`src/rtl/obp_pkg.sv`:
```
`timescale 1ns/1ps
package obp_pkg;
  typedef enum logic [1:0] {
    CLS_HIT      = 2'd0,
    CLS_EMPTY    = 2'd1,
    CLS_CONFLICT = 2'd2,
    CLS_WAIT     = 2'd3
  } cls_t;

  typedef enum logic [1:0] {
    BK_IDLE,
    BK_OPEN,
    BK_PRE_CLOSE,
    BK_PRE_SWITCH
  } bank_st_t;
endpackage

```
`src/rtl/obp_addr_map.sv`:
```
`timescale 1ns/1ps
module obp_addr_map #(
  parameter int LINE_AW   = 26,
  parameter int GRP_BITS  = 2,
  parameter int BANK_BITS = 3,
  localparam int ROW_LSB  = GRP_BITS + BANK_BITS,
  localparam int ROW_W    = LINE_AW - ROW_LSB
) (
  input  logic [LINE_AW-1:0]   line_addr,
  output logic [BANK_BITS-1:0] bank,
  output logic [ROW_W-1:0]     row,
  output logic [GRP_BITS-1:0]  lane
);
  // Low bits walk the lines of one group; the bank field sits just above them.
  always_comb begin
    lane = line_addr[GRP_BITS-1:0];
    bank = line_addr[GRP_BITS +: BANK_BITS];
    row  = line_addr[LINE_AW-1:ROW_LSB];
  end
endmodule

```
`src/rtl/obp_bank_ctl.sv`:
```
`timescale 1ns/1ps
module obp_bank_ctl
  import obp_pkg::*;
#(
  parameter int ROW_W     = 21,
  parameter int CLOSE_CYC = 40,
  localparam int TMR_W    = $clog2(CLOSE_CYC + 1)
) (
  input  logic             clk,
  input  logic             rst,
  input  logic             sel,
  input  logic             be,
  input  logic [ROW_W-1:0] row_in,
  input  logic             ack,
  output cls_t             cls_c,
  output logic             pre_req
);
  localparam logic [TMR_W-1:0] LOAD = TMR_W'(CLOSE_CYC - 1);

  bank_st_t         st, st_n;
  logic [ROW_W-1:0] open_row, row_n;
  logic [TMR_W-1:0] tmr, tmr_n;
  logic             req_n;
  logic             same_row;

  assign same_row = (row_in == open_row);

  always_comb begin
    st_n  = st;
    row_n = open_row;
    tmr_n = tmr;
    req_n = pre_req;
    cls_c = CLS_EMPTY;
    case (st)
      BK_IDLE: begin
        cls_c = CLS_EMPTY;
        if (sel) begin
          row_n = row_in;
          if (be) begin
            st_n  = BK_PRE_CLOSE;
            req_n = 1'b1;
          end else begin
            st_n  = BK_OPEN;
            tmr_n = LOAD;
          end
        end
      end
      BK_OPEN: begin
        cls_c = same_row ? CLS_HIT : CLS_CONFLICT;
        if (sel) begin
          if (be) begin
            st_n  = BK_PRE_CLOSE;
            req_n = 1'b1;
          end else if (same_row) begin
            tmr_n = LOAD;
          end else begin
            st_n  = BK_PRE_SWITCH;
            req_n = 1'b1;
            row_n = row_in;
          end
        end else if (tmr == '0) begin
          st_n  = BK_PRE_CLOSE;
          req_n = 1'b1;
        end else begin
          tmr_n = tmr - TMR_W'(1);
        end
      end
      default: begin
        cls_c = CLS_WAIT;
        if (sel) begin
          row_n = row_in;
          if (be) begin
            st_n  = BK_PRE_CLOSE;
            req_n = 1'b1;
          end else if (ack) begin
            st_n  = BK_OPEN;
            tmr_n = LOAD;
            req_n = 1'b0;
          end else begin
            st_n  = BK_PRE_SWITCH;
          end
        end else if (ack) begin
          req_n = 1'b0;
          if (st == BK_PRE_SWITCH) begin
            st_n  = BK_OPEN;
            tmr_n = LOAD;
          end else begin
            st_n  = BK_IDLE;
          end
        end
      end
    endcase
  end

  always_ff @(posedge clk) begin
    if (rst) begin
      st       <= BK_IDLE;
      open_row <= '0;
      tmr      <= '0;
      pre_req  <= 1'b0;
    end else begin
      st       <= st_n;
      open_row <= row_n;
      tmr      <= tmr_n;
      pre_req  <= req_n;
    end
  end
endmodule

```
`src/rtl/obp_rowclose_top.sv`:
```
`timescale 1ns/1ps
module obp_rowclose_top
  import obp_pkg::*;
#(
  parameter int LINE_AW   = 26,
  parameter int GRP_BITS  = 2,
  parameter int BANK_BITS = 3,
  parameter int CLOSE_CYC = 40,
  localparam int NBANK    = 1 << BANK_BITS,
  localparam int ROW_W    = LINE_AW - GRP_BITS - BANK_BITS
) (
  input  logic                 clk,
  input  logic                 rst,
  input  logic                 acc_vld,
  input  logic [LINE_AW-1:0]   acc_addr,
  input  logic                 burst_end,
  input  logic [NBANK-1:0]     pre_ack,
  output logic                 map_vld,
  output logic [BANK_BITS-1:0] map_bank,
  output logic [ROW_W-1:0]     map_row,
  output logic [GRP_BITS-1:0]  map_lane,
  output logic [1:0]           map_cls,
  output logic [NBANK-1:0]     pre_req
);
  logic [BANK_BITS-1:0] dec_bank;
  logic [ROW_W-1:0]     dec_row;
  logic [GRP_BITS-1:0]  dec_lane;
  cls_t                 bank_cls [NBANK];
  cls_t                 sel_cls;

  obp_addr_map #(
    .LINE_AW  (LINE_AW),
    .GRP_BITS (GRP_BITS),
    .BANK_BITS(BANK_BITS)
  ) u_map (
    .line_addr(acc_addr),
    .bank     (dec_bank),
    .row      (dec_row),
    .lane     (dec_lane)
  );

  for (genvar b = 0; b < NBANK; b++) begin : g_bank
    logic hit_sel;
    assign hit_sel = acc_vld && (dec_bank == BANK_BITS'(b));
    obp_bank_ctl #(
      .ROW_W    (ROW_W),
      .CLOSE_CYC(CLOSE_CYC)
    ) u_bank (
      .clk    (clk),
      .rst    (rst),
      .sel    (hit_sel),
      .be     (burst_end),
      .row_in (dec_row),
      .ack    (pre_ack[b]),
      .cls_c  (bank_cls[b]),
      .pre_req(pre_req[b])
    );
  end

  assign sel_cls = bank_cls[dec_bank];

  always_ff @(posedge clk) begin
    if (rst) begin
      map_vld  <= 1'b0;
      map_bank <= '0;
      map_row  <= '0;
      map_lane <= '0;
      map_cls  <= '0;
    end else begin
      map_vld <= acc_vld;
      if (acc_vld) begin
        map_bank <= dec_bank;
        map_row  <= dec_row;
        map_lane <= dec_lane;
        map_cls  <= sel_cls;
      end
    end
  end
endmodule

```
`config.mk`:
```
export PLATFORM = sky130hd
export DESIGN_NAME = obp_rowclose_top
export DESIGN_NICKNAME = d
export VERILOG_FILES = /design/src/rtl/obp_pkg.sv /design/src/rtl/obp_addr_map.sv /design/src/rtl/obp_bank_ctl.sv /design/src/rtl/obp_rowclose_top.sv
export SDC_FILE = /design/constraint.sdc
export NUM_CORES = 1
export LEC_CHECK = 0
export BUFFER_PORTS_ARGS = -buffer_cell sky130_fd_sc_hd__buf_4
export CAP_MARGIN = 10
export CORE_MARGIN = 3
export CORE_UTILIZATION = 40
export CTS_BUF_LIST = sky130_fd_sc_hd__clkbuf_2
export CTS_CLUSTER_SIZE = 24
export DETAILED_ROUTE_END_ITERATION = 10
export GPL_ROUTABILITY_DRIVEN = 0
export PLACE_DENSITY = 0.67
export SYNTH_ARGS = -nofsm -noshare
export SYNTH_HDL_FRONTEND = slang
export SYNTH_SLANG_ARGS = --single-unit
export TNS_END_PERCENT = 1
```
`constraint.sdc`:
```
create_clock -name clk -period 2.3 [get_ports clk]
set_input_delay 0 -clock clk [delete_from_list [all_inputs] [get_ports clk]]
set_output_delay 0 -clock clk [all_outputs]
set_load 0.05 [all_outputs]
```
==> key figures <==
Route
  • Routed WL: 34800 µm
  • Avg WL per Cell: 16.2 µm
  • First drt pass iteration count: 5
  • Via count: 11.2k
  • Vias/cell: 5.22
  • Drc violations: 0
  • Iteration-0 DRC Markers: 775
  • DRT antenna net count: 0

Placement
  • Placed wire-length estimate: 22100 µm
  • IO Port Bufs: 74
  • Dpl cells: 1959

STA
  • Worst Max-Slew Pin Slew: 704 ps
  • Max Transition Viols Final: 0
  • Clock period minus worst slack: 2260 ps
  • Slew HR: 52.8%
  • Final setup TNS: 0 ps
  • Clock Skew: 109 ps
  • Unrepaired setup endpoints after global routing: yes
  • Final hold vios: 0
  • Final Cycle Share: 98.1%
  • Final setup violating endpoints: 0
  • Max frequency: 443 MHz

Global routing
  • Met2 Usage GRT: 31.1%
  • Global-route wire length before repair: 55800 µm
  • Overall Global Routing Usage: 18.8%
  • Met3 Usage GRT: 3.47%
  • GR peak layer: met2
  • Vias in the first global route: 10.8k
  • Initial antenna violation count: 1
  • Met1 track demand over resource: 24.7%
  • Largest net degree at the start of global routing: 140
  • Global route total overflow: 0

Die
  • Die area: 36800 µm²
  • DIE WIDTH: 192 µm
  • Site Rows: 67
  • Ports: 75
  • Core area: 33800 µm²
  • Initial Util: 40.8%
  • Die Ht: 192 µm

Worst setup path
  • Crit-path cells: xnor2_2 -> nand4_1 -> nor4_4 -> a41oi_2 -> a211oi_2 -> a311oi_1 -> dlygate4sd3_1
  • Worst Path Class, Setup: flop to flop
  • Beginning of the critical path: g_bank[3].u_bank.open_row[2]
  • Worst Reg-to-Reg Cells: 7
  • Crit-path max FO: 3
  • Crit path required time: 3100 ps
  • Worst setup SP type: flop
  • Worst path slowest cell: dlygate4sd3_1
  • Kind of end point of the critical path: flop
  • Launch point of the worst reg-to-reg path: g_bank[3].u_bank.open_row[2]
  • Critical path arrival: 3060 ps
  • Worst path max stage delay: 570 ps

Pwr
  • Worst IR Drop VDD: 0.361 mV
  • Sequential Power Share: 51.2%
  • P per Cell Area: 601 nW/µm²
  • Switching share of power: 30.9%
  • Lkg Pwr: 7.30 nW
  • Share of power burned in combinational logic: 13.8%
  • Sw power: 0.00294 W
  • Internal: 0.00658 W
  • Fraction of power consumed by the clock network: 35.0%

Layout
  • Area Growth Syn to Fin: 14.8%
  • Final cell count without fillers: 2147
  • FILL cells: 3271
  • Nets: 1702
  • Ratio of cells with drive above 1 in the final layout: 15.9%

Job
  • Max-Cap Viols: 0

Logic synthesis
  • Post-synthesis async set-or-reset flop share: 0%
  • EDFF count, synth: 0
  • Yosys warns: 0
  • Seq/Total Area, Yosys: 39.0%
  • Xor/xnor share of the synthesized area: 11.0%
  • Netlist Area Pre-Place: 13800 µm²
  • Adder-cell share of the synthesized area: 1.45%
  • #FFs+latches synth: 269
  • Post-synthesis simple-gate area fraction: 16.9%
  • Unique masters post-synth: 77
  • Compound-Gate Fraction of Synth Area: 11.1%
  • Syn Inst Count: 1517
  • Mean post-synth cell area: 9.09 µm²
  • Combinational family with the most area after synthesis: simple AND/OR/NAND/NOR gates
  • Syn Nets: 1571
  • Most used DFF post-synth: dfxtp_1
  • Mux share of post-synthesis cell area: 14.3%

Min path
  • Hold path depth: 5
  • Min-Delay Path Class: input pin to flop
  • Hold path startpoint: pre_ack[2]

Run status
  • Status: finished clean

Clock tree
  • Sink Count: 269
  • CTS Buf Count: 75
  • Max Root-Sink Buffers: 3
  • Clock root buffer: clkbuf_2
  • Skew-Pair Late Insertion Delay: 910 ps
  • Clock transition at the registers of the reported paths: 100 ps
  • H-Tree Depth: 3
  • CTS tree: done
==> per-layer routing <==
layer,up-vias,part of all wire [%]
met5,-,0
met4,0,2.3
met3,69,4.5
met2,285,47
met1,5297,46
li1,5548,-
==> per-stage QoR <==
step	instance area, µm²	hold WS [ps]	total power, W	worst slack (ps)	utilization (%)
finish	15800	65.7	0.00952	44.1	46.9
global route	15800	-0.0232	0.0100	-70.3	46.9
CTS	15800	1.08	0.00964	51.7	46.7
detailed placement	14500	229	0.00621	83.9	43.1
global placement	14500	222	0.00619	135	43.1
floorplan	13800	95.6	0.00590	492	-
==> power by group through the flow <==
stage | Clock (W) | Sequential, W | Combinational, W
6_report | 0.00333 | 0.00487 | 0.00132
5_1_grt | 0.00370 | 0.00489 | 0.00143
4_1_cts | 0.00346 | 0.00487 | 0.00131
3_5_place_dp | 0 | 0.00498 | 0.00123
3_3_place_gp | 0 | 0.00497 | 0.00121
2_1_floorplan | 0 | 0.00506 | 0.000835
==> final timing paths <==
check | to | slack [ps]
max | g_bank[3].u_bank.pre_req | 40
max reg2reg | g_bank[3].u_bank.pre_req | 40
min | g_bank[2].u_bank.pre_req | 70
min reg2reg | map_cls[0] | 470
==> critical path, delay by kind of cell (launching register included) <==
family | cells | cell delay, ps
DFF | 1 | 360
buffers and inverters | 1 | 570
and+or+nand+nor | 2 | 590
xor gates and xnor gates | 1 | 100
AOI/OAI and AO/OA | 3 | 530
==> cell usage in the layout, fill, tap and decap left out, types with 5 or more instances in the layout <==
cell,n
and2_1,6
o211ai_1,10
mux2i_1,195
nand2b_1,20
a31oi_1,7
dlygate4sd3_1,58
nor4_1,20
nor2_1,264
xnor2_1,63
dfxtp_1,268
xor2_1,109
inv_1,34
clkinv_1,10
nor3_1,34
and3_1,5
o21ai_0,37
nand3_1,25
a211oi_1,9
o21a_1,13
nand4_1,19
a21oi_1,59
o21ai_2,7
or3_1,14
clkbuf_2,110
ha_1,16
a21o_1,5
nor4_2,7
a311oi_1,16
buf_12,9
nand2_1,55
buf_4,98
nor2_2,5
==> Yosys cell counts (25+ instances only) <==
cell / number / area, µm²
inv_1: 34 / 128
xor2_1: 109 / 955
buf_6: 28 / 315
xnor2_1: 64 / 561
dfxtp_1: 269 / 5390
nor3_1: 34 / 170
a21oi_1: 59 / 295
nand2_1: 55 / 206
nor2_1: 264 / 991
mux2i_1: 195 / 1950
clkbuf_1: 36 / 135
nand3_1: 25 / 125
buf_2: 27 / 135
o21ai_0: 37 / 185
==> registers in the layout, indices dropped and copies added (netlist names) <==
register and cells:
map_row 21, g_bank.u_bank.tmr 48, g_bank.u_bank.pre_req 8, g_bank.u_bank.st 16, map_lane 2, g_bank.u_bank.open_row 168
map_bank 3, map_cls 2, map_vld 1
==> cells by family (layout without fill, tap and decap cells) <==
group / count (synthesis) / count (layout)
AO/OA/AOI/OAI: 217 / 217
XOR/XNOR: 173 / 173
adder cells (fa/ha/maj): 16 / 16
buffers and inverters: 148 / 328
flip-flops: 269 / 269
multiplexers: 197 / 197
other: 0 / 2
AND/OR/NAND/NOR: 497 / 497
==> layout make-up <==
| type | instances | area, µm² | area share (%) |
|---|---|---|---|
| multi-input cells | 1100 | 7600 | 48.0 |
| flip-flops and latches | 269 | 5390 | 34.0 |
| repair buffers | 166 | 1510 | 9.54 |
| well taps | 448 | 561 | 3.54 |
| clock buffers | 110 | 551 | 3.48 |
| inverters | 36 | 135 | 0.853 |
| clock inverters | 16 | 87.6 | 0.553 |
| diodes | 2 | 5.00 | 0.0316 |
==> repair_timing <==
item,CTS,global route
resized for setup,0,9
endpoints found under the setup margin,0,28
hold buffers,58,0
setup buffers,0,2
endpoints found under the hold margin,269,0
No activity file was read; power rests on OpenSTA's default activity.
